File: src/rtl/sdt_pkg.sv
package sdt_pkg;
  typedef enum logic [2:0] {
    C_NOP, C_MRS, C_REF, C_ACT, C_RD, C_WR, C_PRE, C_BST
  } cmd_e;

  localparam int VW        = 9;
  localparam int V_RCD     = 0;
  localparam int V_RP      = 1;
  localparam int V_RASMIN  = 2;
  localparam int V_RASMAX  = 3;
  localparam int V_RC      = 4;
  localparam int V_RRD     = 5;
  localparam int V_MRD     = 6;
  localparam int V_RDL     = 7;
  localparam int V_ILL     = 8;
endpackage

File: src/rtl/sdt_bank.sv
module sdt_bank
  import sdt_pkg::*;
#(
  parameter int TRCD      = 3,
  parameter int TRP       = 3,
  parameter int TRAS      = 7,
  parameter int TRAS_MAX  = 20000,
  parameter int TRC       = 10,
  parameter int TRDL      = 2,
  parameter int BURST_LEN = 4
) (
  input  logic          clk_i,
  input  logic          rst_i,
  input  cmd_e          cmd_i,
  input  logic          hit_i,
  input  logic          a10_i,
  input  logic          all_idle_i,
  output logic [VW-1:0] viol_o,
  output logic          idle_o
);
  localparam int AW    = $clog2(TRAS_MAX + 3);
  localparam int WRGAP = BURST_LEN - 1 + TRDL;
  localparam int APW   = $clog2(((WRGAP > BURST_LEN) ? WRGAP : BURST_LEN) + 1);
  localparam logic [AW-1:0]  L_TRCD  = AW'(TRCD);
  localparam logic [AW-1:0]  L_TRP   = AW'(TRP);
  localparam logic [AW-1:0]  L_TRAS  = AW'(TRAS);
  localparam logic [AW-1:0]  L_TRC   = AW'(TRC);
  localparam logic [AW-1:0]  L_WRGAP = AW'(WRGAP);
  localparam logic [AW-1:0]  L_OVER  = AW'(TRAS_MAX + 1);
  localparam logic [APW-1:0] L_AP_RD = APW'(BURST_LEN);
  localparam logic [APW-1:0] L_AP_WR = APW'(WRGAP);

  typedef enum logic [1:0] {B_IDLE, B_OPEN, B_AUTO} bstate_e;

  bstate_e        st_q;
  logic [AW-1:0]  act_age_q, pre_age_q, wr_age_q;
  logic [APW-1:0] ap_q;

  logic is_act, is_col, is_pre, is_glob;
  assign is_act  = (cmd_i == C_ACT) && hit_i;
  assign is_col  = ((cmd_i == C_RD) || (cmd_i == C_WR)) && hit_i;
  assign is_pre  = (cmd_i == C_PRE) && (hit_i || a10_i);
  assign is_glob = (cmd_i == C_REF) || (cmd_i == C_MRS);

  always_comb begin
    viol_o = '0;
    if (is_act) begin
      if (st_q != B_IDLE) viol_o[V_ILL] = 1'b1;
      else begin
        viol_o[V_RP] = (pre_age_q < L_TRP);
        viol_o[V_RC] = (act_age_q < L_TRC);
      end
    end
    if (is_col) begin
      if (st_q != B_OPEN) viol_o[V_ILL] = 1'b1;
      else viol_o[V_RCD] = (act_age_q < L_TRCD);
    end
    if (is_pre) begin
      if (st_q == B_AUTO) viol_o[V_ILL] = 1'b1;
      else if (st_q == B_OPEN) begin
        viol_o[V_RASMIN] = (act_age_q < L_TRAS);
        viol_o[V_RDL]    = (wr_age_q < L_WRGAP);
      end
    end
    if (is_glob && (st_q != B_IDLE)) viol_o[V_ILL] = 1'b1;
    if ((cmd_i == C_REF) && all_idle_i) begin
      if (pre_age_q < L_TRP) viol_o[V_RP] = 1'b1;
      if (act_age_q < L_TRC) viol_o[V_RC] = 1'b1;
    end
    if ((st_q == B_OPEN) && (act_age_q == L_OVER)) viol_o[V_RASMAX] = 1'b1;
  end

  always_ff @(posedge clk_i) begin
    if (rst_i) begin
      st_q      <= B_IDLE;
      act_age_q <= '1;
      pre_age_q <= '1;
      wr_age_q  <= '1;
      ap_q      <= '0;
    end else begin
      if (act_age_q != '1) act_age_q <= act_age_q + 1'b1;
      if (pre_age_q != '1) pre_age_q <= pre_age_q + 1'b1;
      if (wr_age_q  != '1) wr_age_q  <= wr_age_q + 1'b1;
      if (ap_q != '0) ap_q <= ap_q - 1'b1;

      if (is_act && (st_q == B_IDLE)) begin
        st_q      <= B_OPEN;
        act_age_q <= AW'(1);
      end
      if (is_col && (st_q == B_OPEN)) begin
        if (cmd_i == C_WR) wr_age_q <= AW'(1);
        if (a10_i) begin
          st_q <= B_AUTO;
          ap_q <= (cmd_i == C_WR) ? L_AP_WR : L_AP_RD;
        end
      end
      if (is_pre && (st_q == B_OPEN)) begin
        st_q      <= B_IDLE;
        pre_age_q <= AW'(1);
      end
      if ((st_q == B_AUTO) && (ap_q == APW'(1))) begin
        st_q      <= B_IDLE;
        pre_age_q <= AW'(1);
      end
      if ((cmd_i == C_REF) && all_idle_i) act_age_q <= AW'(1);
    end
  end

  assign idle_o = (st_q == B_IDLE);

  AST_AUTO_COUNTING: assert property (@(posedge clk_i) disable iff (rst_i)
    (st_q == B_AUTO) |-> (ap_q != '0));
  AST_PRE_CLOSES: assert property (@(posedge clk_i) disable iff (rst_i)
    (is_pre && (st_q == B_OPEN)) |=> (st_q == B_IDLE));
  AST_ACT_OPENS: assert property (@(posedge clk_i) disable iff (rst_i)
    (is_act && (st_q == B_IDLE)) |=> ((st_q == B_OPEN) && (act_age_q == AW'(1))));
endmodule

File: config.mk
export PLATFORM = sky130hd
export DESIGN_NAME = sdt_bank
export DESIGN_NICKNAME = d
export VERILOG_FILES = /design/src/rtl/sdt_pkg.sv /design/src/rtl/sdt_bank.sv
export SDC_FILE = /design/constraint.sdc
export NUM_CORES = 1
export LEC_CHECK = 0
export BUFFER_PORTS_ARGS = -buffer_cell sky130_fd_sc_hd__buf_2
export CAP_MARGIN = 15
export CORE_ASPECT_RATIO = 1.25
export CORE_MARGIN = 2
export CORE_UTILIZATION = 35
export CTS_CLUSTER_SIZE = 14
export DETAILED_ROUTE_END_ITERATION = 12
export SLEW_MARGIN = 20
export SYNTH_ARGS = -nofsm -noshare
export SYNTH_HDL_FRONTEND = slang
export SYNTH_SLANG_ARGS = --single-unit
File: constraint.sdc
create_clock -name clk_i -period 2.1 [get_ports clk_i]
set_clock_uncertainty 0.1 [all_clocks]
set_input_delay 0.21 -clock clk_i [delete_from_list [all_inputs] [get_ports clk_i]]
set_output_delay 0.21 -clock clk_i [all_outputs]
set_load 0.02 [all_outputs]
==> impl_metrics.csv, run 1 <==
group,metric,value,unit
status,status,"complete, but fails checks",
status,violations,"negative setup slack",
finish,fillCellCount,787,
sta,period_needed,2190,ps
worst_setup_path,end_kind,"output port",
sta,maxSlewHeadroom,66.6,%
route,drt_iter0_markers,104,
synthesis,ys_warn_count,0,
global_route,antenna_found_initial,0,
cts,numCtsBuffers,5,
synthesis,syn_inst,338,
finish,antenna_cells,0,
sta,hold_viol,0,
finish,drive_gt1_share,17.1,%
die,die_area,8620,um^2
placement,place_ws,81.4,ps
hold_path,hold_path_startpoint,"rst_i",
synthesis,synth_top_area_share,36.2,%
global_route,grt_pass1_wl,10800,um
synthesis,synth_area,2760,um^2
placement,postPlaceCellArea,3020,um^2
route,routedWlPerCell,14.0,um
worst_setup_path,crit_type,"reg -> out",
sta,finalSetupTns,-173,ps
sta,fin_crit_sh,104,%
route,vias,2518,
worst_setup_path,r2r_slack,170,ps
placement,place_inst,451,
die,ios,18,
synthesis,syn_avg_cell_area,8.17,um^2
route,dr.pass1.iters,4,
cts,cts_sinks,50,
sta,rsz0062_at_grt,"yes",
global_route,grtUsageTotal,15.4,%
sta,tightest_slew,502,ps
pwr,ir_drop,563,uV
sta,slew_viol_final,0,
global_route,overflow,0,
cts,cts-root-buf,"clkbuf_8",
cts,cts_hold_buf,0,
route,drt_wl_total,6470,um
hold_path,hold_class,"in -> reg",
pwr,power.total,4.88,mW
finish,final_area,3240,um^2
placement,place.port_buffers,15,
sta,fin_ws,-86.8,ps
finish,multiInputGateArea,1690,um^2
die,start_util,35.7,%
die,die_height,103,um
die,die_w,83.5,um
worst_setup_path,crit_start,"act_age_q[7]",
finish,syn_to_final_growth,17.2,%
synthesis,yosys-top-cells-count,"dfxtp_1, o21ai_0, nor2_1",
sta,finalSetupViolCount,2,
die,rows,36,
placement,dp_hpwl,4530,um
sta,hold_ws,97.9,ps
cts,clk_pin_slew,100,ps
synthesis,ys_top_cells_by_area,"dfxtp_1, o21ai_0, nor2_1",
worst_setup_path,cp.arrival,1880,ps
finish,nets,384,
synthesis,async_flop_share,0,%
cts,htreeDepth,2,
route,post_drt_via_cell_ratio,5.44,
flow_run,cap_violations,0,
cts,clock_latency,310,ps
placement,gp_congestion,0.832,
cts,cts_buffer_depth,2,
route,postRouteAntennaNets,0,
pwr,leakagePower,1.31,nW
cts,cts_tree,"yes",
pwr,p_per_area,1510,nW/um^2
die,core,7750,um^2
synthesis,synth.distinct_cells,48,
worst_setup_path,required,1790,ps
synthesis,ys_ff_latch,50,
route,drc_errors,0,
synthesis,synth_top_cell_by_area,"dfxtp_1",
sta,max_freq,457,MHz
synthesis,synth_edf_count,0,
finish,utilization,41.8,%
worst_setup_path,critPathMaxFanout,2,
finish,instances_no_fill,463,
global_route,grt_max_degree,44,
synthesis,synth_most_common_cell,"dfxtp_1",
finish,ff_latch_area,1000,um^2
synthesis,seq_area_frac_synth,36.2,%
synthesis,synth_top_flop_cell,"dfxtp_1",
global_route,first_global_vias,2386,
worst_setup_path,startpoint_type,"flip-flop",
worst_setup_path,worstReg2RegStart,"pre_age_q[0]",
## logic make-up (layout without fill, tap and decap cells)
| family | count (synthesis) | in the layout | synth area share, % |
|---|---|---|---|
| compound gates | 71 | 71 | 14.9 |
| xor+xnor | 27 | 27 | 8.56 |
| fa+ha+maj | 8 | 8 | 3.62 |
| buf+inv | 27 | 56 | 4.53 |
| flops | 50 | 50 | 36.2 |
| mux | 4 | 4 | 1.49 |
| other cells | 1 | 2 | 0.136 |
| simple gates | 150 | 150 | 30.5 |
## path summary, 6_finish.rpt
check | endpoint | cells past startpoint
worst max register to register | pre_age_q[2] | 7
worst min-delay path | ap_q[2] | 2
worst min register to register | ap_q[1] | 2
worst max-delay path | viol_o[0] | 5
## cell type report
cell class | instances | share of cell area [%]
repair buffers | 38 | 8.31
clock inverters | 1 | 0.928
well taps | 95 | 3.67
clock buffers | 6 | 2.55
multi-input cells | 262 | 52.2
inverters | 11 | 1.28
flip-flops and latches | 50 | 31.0
## metal layers
| metal | global-route usage (%) | routed length (um) | vias to the layer above | part of all wire [%] |
|---|---|---|---|---|
| met5 | 0 | 0 | - | 0 |
| met4 | 7.07 | 157 | 0 | 2.4 |
| met3 | 2.70 | 183 | 11 | 2.8 |
| met2 | 30.5 | 3460 | 43 | 54 |
| met1 | 15.8 | 2660 | 1174 | 41 |
| li1 | - | - | 1290 | - |
## worst max-delay path, stage by stage, from the launching register on
cell and delay (ps):
dfxtp_2 340, nor4_2 290, nand2_1 110, or4_4 450
a2111oi_4 190, buf_4 190
## what timing repair did
item / 4_1_cts / 5_1_grt
endpoints found under the setup margin: 4 / 7
buffers inserted: 7 / 0
pin swaps: 8 / 5
resized for setup: 13 / 5
## power breakdown
| group | switching, mW | internal (mW) | total [mW] |
|---|---|---|---|
| clock | 0.318 | 0.382 | 0.699 |
| sequential | 0.392 | 1.29 | 1.68 |
| combinational | 1.33 | 1.16 | 2.50 |
| total | 2.04 | 2.84 | 4.88 |
## cell usage in the layout, fill, tap and decap left out, types with 6 or more instances in the layout
master	count
nor4_1	6
dfxtp_1	47
o31ai_1	6
and3_1	10
nand3_1	16
a21oi_1	6
nor2_1	35
inv_1	11
buf_2	11
xor2_1	12
nand2_1	17
ha_1	8
and4_1	6
a31oi_1	9
o21ai_1	6
nor3_1	15
clkbuf_8	6
o21ai_0	38
xnor2_1	15
buf_4	24
nand4_1	17
## state kept, by name, summed over array words and instances, names as in the netlist
register	flops
wr_age_q	15
pre_age_q	15
st_q	2
ap_q	3
act_age_q	15
(Power assumes the default switching activity.)
==> inputs of run 2 (changes only) <==
--- a/config.mk
+++ b/config.mk
@@ -5,7 +5,7 @@
 export SDC_FILE = /design/constraint.sdc
 export NUM_CORES = 1
 export LEC_CHECK = 0
-export BUFFER_PORTS_ARGS = -buffer_cell sky130_fd_sc_hd__buf_2
+export BUFFER_PORTS_ARGS = -buffer_cell sky130_fd_sc_hd__buf_4
 export CAP_MARGIN = 15
 export CORE_ASPECT_RATIO = 1.25
 export CORE_MARGIN = 2
==> constraint.sdc (replaced) <==
create_clock -name clk_i -period 2.8 [get_ports clk_i]
set_clock_uncertainty 0.1 [all_clocks]
set_input_delay 0.28 -clock clk_i [delete_from_list [all_inputs] [get_ports clk_i]]
set_output_delay 0.28 -clock clk_i [all_outputs]
set_load 0.02 [all_outputs]
==> run 2 against run 1 <==
  * The run now ends clean
  * Cell count down 3.9%
  * Global-route usage fell by 0.72 points
  * Combinational power fell by 35%
  * Sequential power decreased by 21%
  * Sequential share of layout area increased by 1.8 points
  * Worst hold slack better by 11 ps
  * Via count shrank 2.7%
  * Power fell by 29%
  * Clock power shrank 29%
  * Non-clock buffer count fell by 19
  * Critical path type unchanged
  * Largest cell class unchanged
  * Highest routed layer unchanged
==> impl_metrics.csv, run 2 (synthesis results as in run 1) <==
group,metric,value,unit
worst_setup_path,crit_type,"reg -> out",
global_route,first_global_vias,2279,
global_route,grt_max_degree,44,
die,die_area,8620,um^2
cts,cts_buffer_depth,2,
cts,numCtsBuffers,5,
status,status,"completed",
cts,htreeDepth,2,
cts,cts_resized,0,
finish,syn_to_final_growth,10.4,%
placement,place_inst,437,
global_route,grtUsageTotal,14.6,%
sta,rsz0062_at_grt,"no",
hold_path,hold_class,"in -> reg",
worst_setup_path,crit_buf_inv,1,
finish,mostFrequentLayoutCells,"dfxtp_1, o21ai_0, nor2_1",
finish,layout_commonest_cell,"dfxtp_1",
cts,cts_hold_buf,0,
cts,cts_sinks,50,
pwr,power.total,3.45,mW
route,drt_wl_total,6080,um
route,postRouteAntennaNets,0,
route,post_drt_via_cell_ratio,5.50,
sta,fin_crit_sh,88.2,%
finish,largestRegisters,"act_age_q: 15 flops, pre_age_q: 15 flops, wr_age_q: 15 flops",
worst_setup_path,slowest_stage,"or4_1",
worst_setup_path,cp.arrival,2090,ps
global_route,overflow,0,
cts,cts_tree,"yes",
cts,cts-root-buf,"clkbuf_8",
die,rows,36,
finish,nets,365,
worst_setup_path,crit_chain,"nor4_1 -> nand2_1 -> or4_1 -> a2111oi_2 -> buf_4",
sta,finalSetupViolCount,0,
worst_setup_path,cpPeakStageDelay,440,ps
sta,maxSlewHeadroom,64.9,%
pwr,leakagePower,1.23,nW
sta,period_needed,2470,ps
worst_setup_path,crit_family,"simple AND/OR/NAND/NOR gates",
die,start_util,35.7,%
sta,tightest_slew,527,ps
placement,gp_congestion,0.836,
sta,finalSetupTns,0,ps
cts,cts_setup_buffers,0,
sta,slew_viol_final,0,
finish,antenna_cells,0,
route,routedWlPerCell,13.7,um
cts,clk_pin_slew,90,ps
sta,hold_viol,0,
die,core,7750,um^2
placement,place.port_buffers,15,
placement,place_ws,657,ps
route,drc_errors,0,
route,dr.pass1.iters,4,
worst_setup_path,end_kind,"output port",
worst_setup_path,required,2420,ps
finish,instances_no_fill,445,
worst_setup_path,startpoint_type,"flip-flop",
pwr,ir_drop,535,uV
worst_setup_path,r2r_slack,710,ps
pwr,p_per_area,1130,nW/um^2
global_route,antenna_found_initial,0,
route,vias,2449,
sta,max_freq,405,MHz
sta,fin_ws,331,ps
die,ios,18,
route,drt_iter0_markers,112,
placement,dp_hpwl,4350,um
cts,clock_latency,300,ps
flow_run,cap_violations,0,
global_route,grt_pass1_wl,10400,um
finish,drive_gt1_share,10.0,%
worst_setup_path,critPathMaxFanout,7,
die,die_height,103,um
die,die_w,83.5,um
run 2: layer usage:
metal / vias up / global-route usage (%) / share of wire, %
met5: - / 0 / 0
met4: 0 / 5.46 / 1.8
met3: 10 / 2.86 / 2.3
met2: 37 / 26.4 / 50
met1: 1153 / 17.5 / 45
li1: 1249 / - / -
run 2: area by class of cell:
cell class              instances  area (um^2)
inverters                      11         41.3
repair buffers                 19          143
well taps                      95          119
multi-input cells             262         1640
flip-flops and latches         50         1000
clock buffers                   7         76.3
clock inverters                 1         30.0
fillers                       818         4700
run 2: final timing paths:
check / endpoint / cells past startpoint / startpoint
setup / recovery: viol_o[0] / 5 / act_age_q[7]
hold / removal: ap_q[2] / 2 / rst_i
setup reg to reg: wr_age_q[3] / 6 / wr_age_q[0]
hold reg to reg: ap_q[1] / 2 / ap_q[1]
run 2: report_power, final:
group	switching, mW	leakage, nW	internal (mW)
Clock	0.231	0.0524	0.267
Combinational	0.865	0.764	0.756
Sequential	0.364	0.413	0.966
Total	1.46	1.23	1.99
run 2: stage by stage:
| step | instance area (um^2) | utilization (%) | hold WS, ps |
|---|---|---|---|
| floorplan | 2770 | - | 328 |
| global placement | 2940 | 38.0 | 428 |
| detailed placement | 2940 | 38.0 | 421 |
| CTS | 3050 | 39.4 | 106 |
| global route | 3050 | 39.4 | 106 |
| finish | 3050 | 39.4 | 109 |
